--- src/rtl/fsb_pkg.sv ---
package fsb_pkg;

  typedef enum logic [1:0] {
    MODE_IDLE = 2'd0,
    MODE_PCIW = 2'd1,
    MODE_FULL = 2'd2
  } mode_e;

endpackage

--- src/rtl/fsb_req_decode.sv ---
module fsb_req_decode
  import fsb_pkg::*;
(
  input  logic  flush_in_n,
  input  logic  latency_req_n,
  output mode_e mode_d
);

  logic [1:0] code;

  assign code = {~flush_in_n, ~latency_req_n};

  always_comb begin
    unique case (code)
      2'b10:   mode_d = MODE_PCIW;
      2'b11:   mode_d = MODE_FULL;
      default: mode_d = MODE_IDLE;  // 00 and reserved 01
    endcase
  end

endmodule

--- src/rtl/fsb_drain_track.sv ---
module fsb_drain_track
  import fsb_pkg::*;
#(
  parameter int NQ = 2
) (
  input  mode_e         mode_q,
  input  logic          pci_wb_empty,
  input  logic          host_buf_empty,
  input  logic [NQ-1:0] rq_empty,
  input  logic          ioq_empty,
  output logic          need_met
);

  logic [NQ:0] rq_chain;

  assign rq_chain[0] = 1'b1;

  for (genvar g = 0; g < NQ; g++) begin : g_rq
    assign rq_chain[g+1] = rq_chain[g] & rq_empty[g];
  end

  always_comb begin
    unique case (mode_q)
      MODE_PCIW: need_met = pci_wb_empty;
      MODE_FULL: need_met = pci_wb_empty & host_buf_empty & rq_chain[NQ] & ioq_empty;
      default:   need_met = 1'b0;
    endcase
  end

endmodule

--- src/rtl/fsb_ack_ctrl.sv ---
module fsb_ack_ctrl
  import fsb_pkg::*;
(
  input  logic  clk,
  input  logic  rst,
  input  mode_e mode_d,
  input  logic  need_met,
  output mode_e mode_q,
  output logic  ack_n,
  output logic  flush_pci_wb,
  output logic  flush_all,
  output logic  post_block,
  output logic  bus_hold
);

  logic active_d;
  logic same_d;

  assign active_d = (mode_d != MODE_IDLE);
  assign same_d   = (mode_d == mode_q);

  always_ff @(posedge clk) begin
    if (rst) begin
      mode_q       <= MODE_IDLE;
      ack_n        <= 1'b1;
      flush_pci_wb <= 1'b0;
      flush_all    <= 1'b0;
      post_block   <= 1'b0;
      bus_hold     <= 1'b0;
    end else begin
      mode_q       <= mode_d;
      ack_n        <= !(active_d && same_d && (!ack_n || need_met));
      flush_pci_wb <= active_d;
      flush_all    <= (mode_d == MODE_FULL);
      post_block   <= active_d;
      bus_hold     <= (mode_d == MODE_FULL);
    end
  end


  ack_needs_met_chk: assert property (@(posedge clk) disable iff (rst)
    $fell(ack_n) |-> $past(need_met));


  ack_hold_chk: assert property (@(posedge clk) disable iff (rst)
    (!ack_n && mode_d != MODE_IDLE && mode_d == mode_q) |=> !ack_n);


  release_chk: assert property (@(posedge clk) disable iff (rst)
    (mode_d == MODE_IDLE) |=> (ack_n && !bus_hold));


  restart_chk: assert property (@(posedge clk) disable iff (rst)
    (mode_d != mode_q) |=> ack_n);


  post_block_chk: assert property (@(posedge clk) disable iff (rst)
    !ack_n |-> post_block);

endmodule

--- src/rtl/flush_handshake.sv ---
module flush_handshake
  import fsb_pkg::*;
#(
  parameter int NQ = 2
) (
  input  logic          clk,
  input  logic          rst,
  input  logic          flush_in_n,
  input  logic          latency_req_n,
  input  logic          pci_wb_empty,
  input  logic          host_buf_empty,
  input  logic [NQ-1:0] rq_empty,
  input  logic          ioq_empty,
  output logic          flush_pci_wb,
  output logic          flush_all,
  output logic          post_block,
  output logic          bus_hold,
  output logic          ack_n
);

  mode_e mode_d;
  mode_e mode_q;
  logic  need_met;

  fsb_req_decode u_dec (
    .flush_in_n    (flush_in_n),
    .latency_req_n (latency_req_n),
    .mode_d        (mode_d)
  );

  fsb_drain_track #(.NQ(NQ)) u_trk (
    .mode_q         (mode_q),
    .pci_wb_empty   (pci_wb_empty),
    .host_buf_empty (host_buf_empty),
    .rq_empty       (rq_empty),
    .ioq_empty      (ioq_empty),
    .need_met       (need_met)
  );

  fsb_ack_ctrl u_ack (
    .clk          (clk),
    .rst          (rst),
    .mode_d       (mode_d),
    .need_met     (need_met),
    .mode_q       (mode_q),
    .ack_n        (ack_n),
    .flush_pci_wb (flush_pci_wb),
    .flush_all    (flush_all),
    .post_block   (post_block),
    .bus_hold     (bus_hold)
  );


  hold_implies_full_drain_chk: assert property (@(posedge clk) disable iff (rst)
    bus_hold |-> (flush_all && flush_pci_wb));

endmodule

--- config.mk ---
export PLATFORM = sky130hd
export DESIGN_NAME = flush_handshake
export DESIGN_NICKNAME = d
export VERILOG_FILES = /design/src/rtl/fsb_pkg.sv /design/src/rtl/fsb_req_decode.sv /design/src/rtl/fsb_drain_track.sv /design/src/rtl/fsb_ack_ctrl.sv /design/src/rtl/flush_handshake.sv
export SDC_FILE = /design/constraint.sdc
export NUM_CORES = 1
export LEC_CHECK = 0
export CAP_MARGIN = 20
export CORE_AREA = 2 2 39 41
export CTS_BUF_LIST = sky130_fd_sc_hd__clkbuf_8 sky130_fd_sc_hd__clkbuf_16
export DETAILED_ROUTE_END_ITERATION = 7
export DIE_AREA = 0 0 41 43
export SETUP_SLACK_MARGIN = 0.5
export SLEW_MARGIN = 30
export SYNTH_ARGS = -nofsm -noshare
export SYNTH_HDL_FRONTEND = slang
export SYNTH_SLANG_ARGS = --single-unit
--- constraint.sdc ---
create_clock -name clk -period 1.2 [get_ports clk]
set_input_delay 0.24 -clock clk [delete_from_list [all_inputs] [get_ports clk]]
set_output_delay 0.24 -clock clk [all_outputs]
set_load 0.05 [all_outputs]
# Word level (Yosys, flattened, before mapping)
# Index checks and enable logic that the tools add are counted.
dict set report totals {
  regBits 5
  input_bits 9
  output_inout_bits 5
  wordCells 24
}
dict set report op_classes {
  n_eq_ne 6
  muxes 2
  bitwise 6
  reduce_logical 6
}
# cell count
set op_table {}
lappend op_table {{equality test 2 bit (second input constant)} 4}
lappend op_table {{AND 1 bit} 4}
lappend op_table {{case mux 2 bit (2 select lines)} 1}
lappend op_table {{equality test 2 x 1 -> 1 bit (second input constant)} 1}
lappend op_table {{equality test 2 bit} 1}
lappend op_table {{logical AND 1 bit} 2}
lappend op_table {{logical NOT 1 bit} 2}
lappend op_table {{NOT 1 bit} 2}
lappend op_table {{case mux 1 bit (2 select lines)} 1}
lappend op_table {{nonzero test 2 bit} 1}
lappend op_table {{logical OR 1 bit} 1}

# Depth between registers and ports, before layout
# Gate-level depths: netlist of the first run.
dict set report logic_depth {
  word_depth 7
  depth_mapped 5
  ltp_nobuf 5
}

# Modules after synthesis
# Synthesis of the first run repeated with hierarchy kept, for this count alone.
dict set report hier_totals {
  cells_unflattened 27
  area_unflattened_um2 254.0
}
# mod n_inst cells_each area_each_um2 seq_area_each_um2
set modules_own_cells {}
lappend modules_own_cells {fsb_ack_ctrl 1 17 177.7 100.1}
lappend modules_own_cells {fsb_drain_track 1 8 58.8 0.0}
lappend modules_own_cells {fsb_req_decode 1 2 17.5 0.0}

# Worst setup path after synthesis of the first run
# OpenSTA, ideal clock, no wires.
dict set report synth_timing {
  path_kind {register to register}
  start {register u_ack.flush_all (netlist name)}
  end {register u_ack.ack_n}
  setup_time_ps 129
  arrival_time_ps 1484
  required_time_ps 1071
  setup_slack_ps -413
  stages_incl_launch_ff 6
  n_path_buf 0
  synth_period_minus_slack_ps 1613
  cell_sequence {dfxtp_1 inv_1 ha_1 nand4b_1 o211ai_2 o211ai_1}
}
# item line_no
set synth_lines {}
lappend synth_lines {{to (signal assigned)} fsb_ack_ctrl.sv:32} ;# ack_n <= !(active_d && same_d && (!ack_n || need_met));
lappend synth_lines {{to (decl)} fsb_ack_ctrl.sv:9} ;# output logic ack_n,

==> run summary, run 1 <==
Status: complete, no violations
Routed wire per std cell: 8.33 um
Synth top area cells: dfxtp_1 41%, ha_1 13%, buf_4 7.7%, o211ai_2 6.4%, nor3_1 5.1%
Worst r2r path cells: 5
Clk_lat worst skew: 0.22 ns
Syn nets: 31
CTS tree: built
Clk sinks: 4
Max Freq: 862 MHz
Antenna viol nets, final: 0
Pin count of the biggest net entering global routing: 5
Crit. End Element: register
Hold Path Stages: 2
Placement Rows: 14
DR pass1 iterations: 1
Final Critical Period: 1.16 ns
Die height: 43 um
Yosys warning total: 0
Slew @ Worst Pin: 0.152 ns
Critical path required time: 1.29 ns
Yosys cell types: 13
R2R setup slack: 0.04 ns
Final instance area: 482 sq um
Num CTS Buffers: 3
Num ports: 14
Reg-to-reg startpoint: u_ack.flush_all
VDD IR max: 0.000515 V
Max-cap violation count: 0
First-pass GRT wire length: 703 um
Setup violators final: 0
Share of cells above drive strength 1: 51.3%
Leakage: 0.202 nW
# DRC: 0
Detailed-route wire length: 458 um
Path type of the worst setup path: register to register
Final period util: 96.7%
Arr. time, crit path: 1.25 ns
N_diodes: 0
Multi-input logic area: 108 sq um
HP Class: input port to register
Final Hold Viols: 0
Final slew viol count: 0
Worst Hold End: u_ack.flush_all
Final nets: 51
CP max FO: 2
Placed Area: 422 sq um
Grt ovf: 0
Fillcell total: 147
DR iter-0 viols: 0
Clock-pin slew on the worst setup and hold paths: 0.03 ns
Clock Skews: 0.00530 ns
Reg area: 92.6 sq um
Area grow syn2layout: 147%
Critical R2R Capture: u_ack.ack_n
CTS Root Buffer Type: clkbuf_8
Die Area: 1760 sq um
Critical path launch point type: register
Mapped Area: 195 sq um
RePlAce Congestion: 0.658
RSZ-0062 raised after global routing: true
Setup WS pre-CTS: -0.0498 ns
Chip width: 41 um
Pwr dens: 1080 nW/um^2
Number of buffers added on ports: 13
Area fraction of the dominant cell type after synthesis: 41.0%
Clock buffer depth: 2
Seq/Total Area, Yosys: 41.0%
Leading area contributor after synthesis: dfxtp_1
Initial antenna violation count: 0
Hold Startpoint: rst
PnR worst setup slack: 0.0396 ns
Vias in the first global route: 199
Yosys reg bits: 4
GRT Overall Usage: 6.82%
Core box area: 1380 sq um
Hpwl dp: 372 um
Syn avg cell area: 9.76 sq um
Starting Density: 14.1%
Syn Inst Count: 20
Slew margin rel.: 89.8%
Via Count: 208
Vias per cell: 3.78
CTS H-tree depth: 1
power by group:
group          switching (mW)  leakage [nW]  internal [mW]
registers             0.00544        0.0344          0.134
logic                  0.0404         0.141         0.0556
clock network          0.0680        0.0269          0.218
area by class of cell:
cell class / count / share of cell area, %
Tap cell: 16 / 4.16
Sequential cell: 4 / 19.2
Timing Repair Buffer: 17 / 42.9
Multi-Input combinational cell: 12 / 22.3
Clock inverter: 1 / 0.779
Inverter: 2 / 2.08
Clock buffer: 3 / 8.57
per-stage QoR:
stage / total power [mW] / setup TNS (ns) / cells / util, % / hold WS (ns)
after floorplan: 0.182 / -0.0333 / 20 / - / 0.301
after global placement: 0.238 / -0.0375 / 49 / 30.5 / 0.517
after detailed placement: 0.239 / -0.0498 / 49 / 30.5 / 0.537
after CTS: 0.534 / 0 / 55 / 34.7 / 0.331
after global routing: 0.546 / -0.0332 / 55 / 34.8 / 0.354
final: 0.522 / 0 / 55 / 34.8 / 0.336
what timing repair did:
action,4_1_cts,5_1_grt
hold buffers,0,0
buffers inserted,2,0
setup endpoints to repair,9,6
gates resized for setup,4,1
pin swaps,1,1
worst max-delay path, cell delays in order (launching register included):
cell and delay, ns:
dfxtp_4 0.34, inv_4 0.04, ha_4 0.20, nand4b_1 0.18, o211ai_2 0.18, o211ai_1 0.10
placed cells by master (no fill, tap or decap):
cell and instances:
inv_4 1, buf_12 5, dlygate4sd2_1 3, dfxtp_2 1, nand3_1 1, nand4b_1 1
inv_1 2, buf_4 4, nand3b_1 1, and3_1 1, clkdlybuf4s50_1 5, nor3_1 2
ha_1 1, dfxtp_4 3, nor2_2 1, ha_4 1, o211ai_1 1, clkbuf_8 3
and2_1 1, o211ai_2 1
flip-flops by register name (all words and copies together), names as in the netlist:
name                cells
u_ack.mode_q            1
u_ack.ack_n             1
u_ack.flush_all         1
u_ack.flush_pci_wb      1
layer usage:
layer / part of all wire, % / track usage, % / vias to the layer above
li1: - / - / 107
met1: 38 / 6.09 / 90
met2: 50 / 8.75 / 9
met3: 9.6 / 3.14 / 2
met4: 2.2 / 10.0 / 0
met5: 0 / 0 / -
logic make-up after synthesis:
kind of cell             count (synthesis)  share of synthesized area, %
flip-flops                               4                          41.0
AND/OR/NAND/NOR                          8                          24.4
buffers and inverters                    4                          11.5
adder cells (fa/ha/maj)                  2                          12.8
AO/OA/AOI/OAI                            2                          10.3
worst max path at each step:
stage	slack, ns	cells after the start	startpoint	to
floorplan	-0.03	5	u_ack.flush_all	u_ack.ack_n
finish	0.04	5	u_ack.flush_all	u_ack.ack_n
global route	-0.03	6	u_ack.mode_q[0]	u_ack.ack_n
detailed placement	-0.05	4	pci_wb_empty	u_ack.ack_n
CTS	0.05	5	u_ack.flush_all	u_ack.ack_n
global placement	-0.04	4	pci_wb_empty	u_ack.ack_n
synthesized netlist by cell type:
master,number
nand4b_1,1
o211ai_1,1
o211ai_2,1
nand3b_1,1
ha_1,2
buf_4,2
nor2_1,1
inv_1,2
nand3_1,1
nor3_1,2
dfxtp_1,4
and2_1,1
and3_1,1
(Power assumes the default switching activity.)
==> run 2: changes to the inputs <==
ABC_CLOCK_PERIOD_IN_PS = 1200   (was unset)
==> results of run 2 <==
Same layout as run 1: the final DEF is identical, and so are final timing and power.
